File: config.mk
export PLATFORM = sky130hd
export DESIGN_NAME = osd_strip_seq
export DESIGN_NICKNAME = d
export VERILOG_FILES = /design/src/rtl/osd_seq_pkg.sv /design/src/rtl/osd_strip_decode.sv /design/src/rtl/osd_line_counter.sv /design/src/rtl/osd_code_fetch.sv /design/src/rtl/osd_strip_seq.sv
export SDC_FILE = /design/constraint.sdc
export NUM_CORES = 1
export LEC_CHECK = 0
export BUFFER_PORTS_ARGS = -buffer_cell sky130_fd_sc_hd__buf_2
export CORE_MARGIN = 5
export CORE_UTILIZATION = 29
export DETAILED_ROUTE_END_ITERATION = 8
export PLACE_DENSITY_LB_ADDON = 0.2
export SETUP_SLACK_MARGIN = 0.1
export SYNTH_ARGS = -nofsm -noshare
export SYNTH_HDL_FRONTEND = slang
export SYNTH_SLANG_ARGS = --single-unit
File: constraint.sdc
create_clock -name clk -period 1.9 [get_ports clk]
set_input_delay 0 -clock clk [delete_from_list [all_inputs] [get_ports clk]]
set_output_delay 0 -clock clk [all_outputs]
set_load 0.005 [all_outputs]
File: src/rtl/osd_seq_pkg.sv
package osd_seq_pkg;

  typedef enum logic [2:0] {
    S_IDLE,
    S_DRD,
    S_DDEC,
    S_SPACE,
    S_CFETCH,
    S_CWAIT
  } seq_state_t;

  typedef enum logic [1:0] {
    K_NONE,
    K_BLACK,
    K_TRANSP,
    K_CHAR
  } line_kind_t;

endpackage

File: src/rtl/osd_strip_decode.sv
module osd_strip_decode
  import osd_seq_pkg::*;
#(
  parameter int ADDR_W = 10,
  parameter int SL_W   = 8,
  parameter int CH_W   = 6,
  localparam int LINE_W = (SL_W > CH_W) ? SL_W : CH_W
) (
  input  logic              is_char_i,
  input  logic              enable_i,
  input  logic [SL_W-1:0]   sl_i,
  input  logic [ADDR_W-1:0] start_i,
  input  logic [CH_W-1:0]   ch_height_i,
  input  logic              fill_black_i,
  output line_kind_t        kind_o,
  output logic [LINE_W-1:0] lines_o,
  output logic [ADDR_W-1:0] start_o,
  output logic              skip_o
);

  always_comb begin
    if (is_char_i) begin
      lines_o = LINE_W'(ch_height_i);
      kind_o  = enable_i ? K_CHAR : K_TRANSP;
    end else begin
      lines_o = LINE_W'(sl_i);
      kind_o  = fill_black_i ? K_BLACK : K_TRANSP;
    end
    start_o = start_i;
    skip_o  = (lines_o == '0);
  end

endmodule

File: src/rtl/osd_line_counter.sv
module osd_line_counter #(
  parameter int W = 8
) (
  input  logic         clk,
  input  logic         rst_n,
  input  logic         load_i,
  input  logic [W-1:0] load_val_i,
  input  logic         dec_i,
  output logic         last_o
);

  logic [W-1:0] cnt_q;

  always_ff @(posedge clk or negedge rst_n) begin
    if (!rst_n)                    cnt_q <= '0;
    else if (load_i)               cnt_q <= load_val_i;
    else if (dec_i && cnt_q != '0) cnt_q <= cnt_q - 1'b1;
  end

  assign last_o = (cnt_q == W'(1));

endmodule

File: src/rtl/osd_code_fetch.sv
module osd_code_fetch #(
  parameter int ADDR_W = 10,
  parameter int DATA_W = 16,
  parameter int CODE_W = 8,
  parameter logic [CODE_W-1:0] EOL_CODE = '1
) (
  input  logic              clk,
  input  logic              rst_n,
  input  logic              line_start_i,
  input  logic [ADDR_W-1:0] start_addr_i,
  input  logic              run_i,
  input  logic              cancel_i,
  input  logic              clear_i,
  input  logic [DATA_W-1:0] rd_data_i,
  input  logic              ready_i,
  output logic              rd_en_o,
  output logic [ADDR_W-1:0] rd_addr_o,
  output logic              valid_o,
  output logic [DATA_W-1:0] data_o,
  output logic              eol_o
);

  logic [ADDR_W-1:0] addr_q;
  logic              inflight_q;
  logic              valid_q;
  logic [DATA_W-1:0] data_q;
  logic              ret, hit_eol, issue;

  assign ret     = inflight_q && !cancel_i;
  assign hit_eol = ret && (rd_data_i[CODE_W-1:0] == EOL_CODE);
  assign issue   = run_i && !inflight_q && !cancel_i && !line_start_i &&
                   (!valid_q || ready_i);

  always_ff @(posedge clk or negedge rst_n) begin
    if (!rst_n) begin
      addr_q     <= '0;
      inflight_q <= 1'b0;
      valid_q    <= 1'b0;
      data_q     <= '0;
    end else begin
      if (line_start_i) addr_q <= start_addr_i;
      else if (issue)   addr_q <= addr_q + 1'b1;
      inflight_q <= issue;
      if (clear_i)              valid_q <= 1'b0;
      else if (ret && !hit_eol) valid_q <= 1'b1;
      else if (ready_i)         valid_q <= 1'b0;
      if (ret && !hit_eol) data_q <= rd_data_i;
    end
  end

  assign rd_en_o   = issue;
  assign rd_addr_o = addr_q;
  assign valid_o   = valid_q;
  assign data_o    = data_q;
  assign eol_o     = hit_eol;

endmodule

File: src/rtl/osd_strip_seq.sv
module osd_strip_seq
  import osd_seq_pkg::*;
#(
  parameter int ADDR_W = 10,
  parameter int DATA_W = 16,
  parameter int PAGE_W = 4,
  parameter int SL_W   = 8,
  parameter int CH_W   = 6,
  parameter int CODE_W = 8,
  parameter logic [CODE_W-1:0] EOL_CODE = '1
) (
  input  logic              clk,
  input  logic              rst_n,
  input  logic              vsync_i,
  input  logic              hsync_i,
  input  logic              line_end_i,
  input  logic [PAGE_W-1:0] page_i,
  input  logic [CH_W-1:0]   ch_height_i,
  input  logic              fill_black_i,
  output logic              ram_rd_o,
  output logic [ADDR_W-1:0] ram_addr_o,
  input  logic [DATA_W-1:0] ram_data_i,
  output logic              code_valid_o,
  input  logic              code_ready_i,
  output logic [DATA_W-1:0] code_data_o,
  output logic              line_black_o,
  output logic              line_transp_o,
  output logic              line_active_o
);

  localparam int LINE_W     = (SL_W > CH_W) ? SL_W : CH_W;
  localparam int PAGE_SHIFT = ADDR_W - PAGE_W;
  localparam int TYPE_BIT   = DATA_W - 1;
  localparam int EN_BIT     = DATA_W - 2;

  seq_state_t        state_q;
  line_kind_t        kind_q;
  logic [ADDR_W-1:0] desc_addr_q, start_q;
  logic [ADDR_W-1:0] page_base;

  line_kind_t        dec_kind;
  logic [LINE_W-1:0] dec_lines;
  logic [ADDR_W-1:0] dec_start;
  logic              dec_skip;

  logic cnt_load, cnt_dec, cnt_last;
  logic strip_on, text_line, line_start;
  logic fetch_rd, fetch_eol;
  logic [ADDR_W-1:0] fetch_addr;

  assign page_base = {page_i, {PAGE_SHIFT{1'b0}}};

  osd_strip_decode #(.ADDR_W(ADDR_W), .SL_W(SL_W), .CH_W(CH_W)) u_dec (
    .is_char_i    (ram_data_i[TYPE_BIT]),
    .enable_i     (ram_data_i[EN_BIT]),
    .sl_i         (ram_data_i[SL_W-1:0]),
    .start_i      (ram_data_i[ADDR_W-1:0]),
    .ch_height_i  (ch_height_i),
    .fill_black_i (fill_black_i),
    .kind_o       (dec_kind),
    .lines_o      (dec_lines),
    .start_o      (dec_start),
    .skip_o       (dec_skip)
  );

  assign strip_on  = (state_q == S_SPACE) || (state_q == S_CFETCH) ||
                     (state_q == S_CWAIT);
  assign text_line = (state_q == S_CFETCH) || (state_q == S_CWAIT);
  assign cnt_load  = !vsync_i && (state_q == S_DDEC) && !dec_skip;
  assign cnt_dec   = !vsync_i && hsync_i && strip_on && !cnt_last;
  assign line_start = (cnt_load && dec_kind == K_CHAR) ||
                      (!vsync_i && hsync_i && text_line && !cnt_last);

  osd_line_counter #(.W(LINE_W)) u_cnt (
    .clk        (clk),
    .rst_n      (rst_n),
    .load_i     (cnt_load),
    .load_val_i (dec_lines),
    .dec_i      (cnt_dec),
    .last_o     (cnt_last)
  );

  osd_code_fetch #(
    .ADDR_W(ADDR_W), .DATA_W(DATA_W), .CODE_W(CODE_W), .EOL_CODE(EOL_CODE)
  ) u_fetch (
    .clk          (clk),
    .rst_n        (rst_n),
    .line_start_i (line_start),
    .start_addr_i ((state_q == S_DDEC) ? dec_start : start_q),
    .run_i        (state_q == S_CFETCH),
    .cancel_i     (vsync_i || hsync_i || line_end_i),
    .clear_i      (vsync_i),
    .rd_data_i    (ram_data_i),
    .ready_i      (code_ready_i),
    .rd_en_o      (fetch_rd),
    .rd_addr_o    (fetch_addr),
    .valid_o      (code_valid_o),
    .data_o       (code_data_o),
    .eol_o        (fetch_eol)
  );

  always_ff @(posedge clk or negedge rst_n) begin
    if (!rst_n) begin
      state_q     <= S_IDLE;
      kind_q      <= K_NONE;
      desc_addr_q <= '0;
      start_q     <= '0;
    end else if (vsync_i) begin
      state_q     <= S_DRD;
      kind_q      <= K_NONE;
      desc_addr_q <= page_base;
    end else begin
      case (state_q)
        S_DRD: state_q <= S_DDEC;
        S_DDEC: begin
          if (dec_skip) begin
            desc_addr_q <= desc_addr_q + 1'b1;
            state_q     <= S_DRD;
          end else begin
            kind_q  <= dec_kind;
            start_q <= dec_start;
            state_q <= (dec_kind == K_CHAR) ? S_CFETCH : S_SPACE;
          end
        end
        S_SPACE, S_CFETCH, S_CWAIT: begin
          if (hsync_i && cnt_last) begin
            desc_addr_q <= desc_addr_q + 1'b1;
            kind_q      <= K_NONE;
            state_q     <= S_DRD;
          end else if (hsync_i && text_line) begin
            state_q <= S_CFETCH;
          end else if (state_q == S_CFETCH && (line_end_i || fetch_eol)) begin
            state_q <= S_CWAIT;
          end
        end
        default: ;
      endcase
    end
  end

  assign ram_rd_o      = (state_q == S_DRD) || fetch_rd;
  assign ram_addr_o    = (state_q == S_DRD) ? desc_addr_q : fetch_addr;
  assign line_black_o  = (kind_q == K_BLACK);
  assign line_transp_o = (kind_q == K_TRANSP);
  assign line_active_o = (kind_q == K_CHAR);

endmodule

==> results.yml <==
global_route:
  antenna_found_initial: 0
  grt_pass1_wl_um: 19640
  grt_max_degree: 62
  overflow: 0
  grt_pass1_vias: 3719
  track_usage_pct: 16.80
cts:
  clkTransAtPathRegs_ns: 0.05
  cts_tree: "done"
  cts-root-buf: "clkbuf_16"
  cts_htree_levels: 3
  cts_max_path_buffers: 2
  clock_latency_ns: 0.34
  numCtsBuffers: 9
  clock-sinks: 61
synthesis:
  synth.top_cell.area_share_pct: 41.01
  syn_area_um2: 3722
  synth-main-ff-cell: "dfrtp_1"
  ys_warn_count: 0
  avgSynthCellArea_um2: 9.719
  syn_inst: 383
  ys_seq_area_share_pct: 41.01
  synthesis.nets: 420
  ys_types: 72
  yosys-top-cells-area: "dfrtp_1 (41%), mux2_2 (8.2%), nand2_1 (6.5%), mux2i_1 (3.8%), nor2_1 (2.1%)"
  ys_ff_latch: 61
  yosysTopAreaCell: "dfrtp_1"
  ys_async_sr_fraction_pct: 100.0
  synth_edf_count: 0
finish:
  nets: 569
  syn2layout_area_growth_pct: 52.24
  multi_input_area_um2: 2380
  design_area_um2: 5667
  fillCellCount: 1223
  layout_commonest_cell: "nand2_1"
  final_cell_mix: "nand2_1 (62), dfrtp_1 (60), buf_4 (57)"
  num_antenna_cells: 0
  layout-drive-gt1-share_pct: 44.13
  regArea_um2: 1528
sta:
  setup_viol_count_final: 2
  finalCritPeriodShare_pct: 101.1
  worst_slack_ns: -0.02065
  worstMarginPinSlew_ns: 0.6173
  rsz0062_at_grt: "yes"
  skew_ns: 0.01001
  post-route-min-period_ns: 1.921
  drv_slew: 0
  fmax_mhz: 520.7
  maxSlewHeadroom_pct: 58.57
  final-hold-violation-count: 0
  fin_tns_setup_ns: -0.03385
place:
  routabilityCongestion: 0.9415
  dpl-instance-area_um2: 4706
  portBuffers: 63
  dp_hpwl_um: 8422
floorplan:
  die_w_um: 123.3
  core_um2: 12620
  io_pins: 64
  die_y_um: 123.3
  rows: 41
  die_area_um2: 15200
  initial_utilization_pct: 29.50
setup_path:
  crit_type: "reg -> reg"
  critPathBufInv: 0
  start_kind: "register"
  slowest_delay_ns: 0.45
  end_kind: "register"
  path_cells: "ha_4, nor4bb_4, and2_4, a211oi_4, nor4_2, mux2_1"
  cp_max_fo: 7
  arrival_ns: 2.14
  cpMaxStageDelayCell: "a211oi_4"
  crit_required_ns: 2.12
  path_delay_family: "compound AO/OA/AOI/OAI gates"
routing:
  postRouteAntennaNets: 0
  drc: 0
  drt-wirelength-per-cell_um: 16.94
  drt_iter0_drc: 262
  via_per_inst: 4.975
  first_pass_iters: 5
  vias: 3527
  wirelength_um: 12010
min_path:
  hp-class: "in -> reg"
power:
  power_w: 0.007255
  cellPowerDensity_nw_per_um2: 1280
  leakagePower_nw: 2.687
  max-vdd-ir-drop_mv: 0.5900
run_status:
  status: "finished, violations left"
  violations: "negative setup slack"
job:
  cap_violations: 0
## state kept, by name (all words and copies together), names as in the netlist
name and cells:
u_fetch.valid_o 1, kind_q 2, state_q 3, start_q 10
u_fetch.rd_addr_o 10, desc_addr_q 10, u_fetch.data_o 16, u_cnt.cnt_q 8
u_fetch.inflight_q 1
## cell families (layout without fill, tap and decap cells)
family,Yosys count,in the layout,share of synthesized area [%]
buf+inv,28,182,3.462
flops,61,61,41.01
simple gates,166,166,23.36
xor+xnor,5,5,1.176
mux,47,47,13.75
compound gates,72,72,15.90
fa+ha+maj,4,4,1.345
## worst min-delay path, delay by kind of cell
| kind | cells | cell delay [ns] |
|---|---|---|
| AOI/OAI and AO/OA | 1 | 0.14 |
| buffers and inverters | 1 | 0.09 |
| muxes | 1 | 0.07 |
## stage by stage
step           util, %  cells  setup WS, ns  hold WS (ns)
2_1_floorplan        -    383      -0.04055       -0.2956
3_3_place_gp     37.29    656      -0.04830       0.04373
3_5_place_dp     37.29    656      -0.04572       0.04689
4_1_cts          43.47    699      0.006866      0.007892
5_1_grt          44.90    709      -0.09282       0.02558
6_report         44.90    709      -0.02065       0.01385
## cell usage after synthesis, drive strengths merged, types with 2 or more instances
master	n
nand2	65
dfrtp	61
mux2	33
nor2	21
a21oi	14
mux2i	14
buf	12
nand3	12
nor3	11
inv	10
nand4	9
nor2b	8
o21ai	8
a211o	6
a211oi	6
o211ai	6
and2	5
and3	5
clkbuf	5
nand2b	5
nor4	5
o22ai	5
ha	4
xor2	4
a221o	3
or4	3
a21boi	2
a2bb2oi	2
a311o	2
a31oi	2
a32oi	2
and4	2
nand3b	2
nor3b	2
nor4b	2
o211a	2
o31ai	2
or2	2
or3b	2
or4b	2
## where the power goes
group / internal (W) / switching, W
Combinational: 0.00190 / 0.00161
Sequential: 0.00170 / 0.000410
Clock: 0.00101 / 0.000623
Total: 0.00461 / 0.00265
## repair_timing
action,4_1_cts,5_1_grt
gates resized for setup,49,28
hold buffers,20,0
endpoints found under the hold margin,82,0
buffers inserted,6,10
cloned,1,0
setup endpoints to repair,40,52
pin swaps,11,21
## layer usage
metal	GRT usage, %	part of all wire (%)	vias up
met2	26.40	48	85
met3	4.666	4.7	20
met5	0	0	-
li1	-	-	1702
met4	6.436	2.5	0
met1	21.99	45	1720
## worst paths after layout
check,depth (start not counted),to,slack [ns],startpoint
setup / recovery,6,desc_addr_q[5],-0.02,u_cnt.cnt_q[0]
hold / removal,3,u_cnt.cnt_q[4],0.01,ch_height_i[4]
max in group asynchronous,3,state_q[1],1.40,rst_n
hold reg to reg,2,start_q[9],0.47,start_q[9]
setup reg to reg,6,desc_addr_q[5],-0.02,u_cnt.cnt_q[0]
min in group asynchronous,3,u_fetch.data_o[0],0.21,rst_n
## cell type report
cell class,count,area share (%)
repair buffers,155,21.35
clock inverters,6,1.126
flip-flops and latches,61,26.96
inverters,11,0.7286
well taps,172,3.798
multi-input cells,294,42.00
clock buffers,10,4.041
No activity file was read; power rests on OpenSTA's default activity.
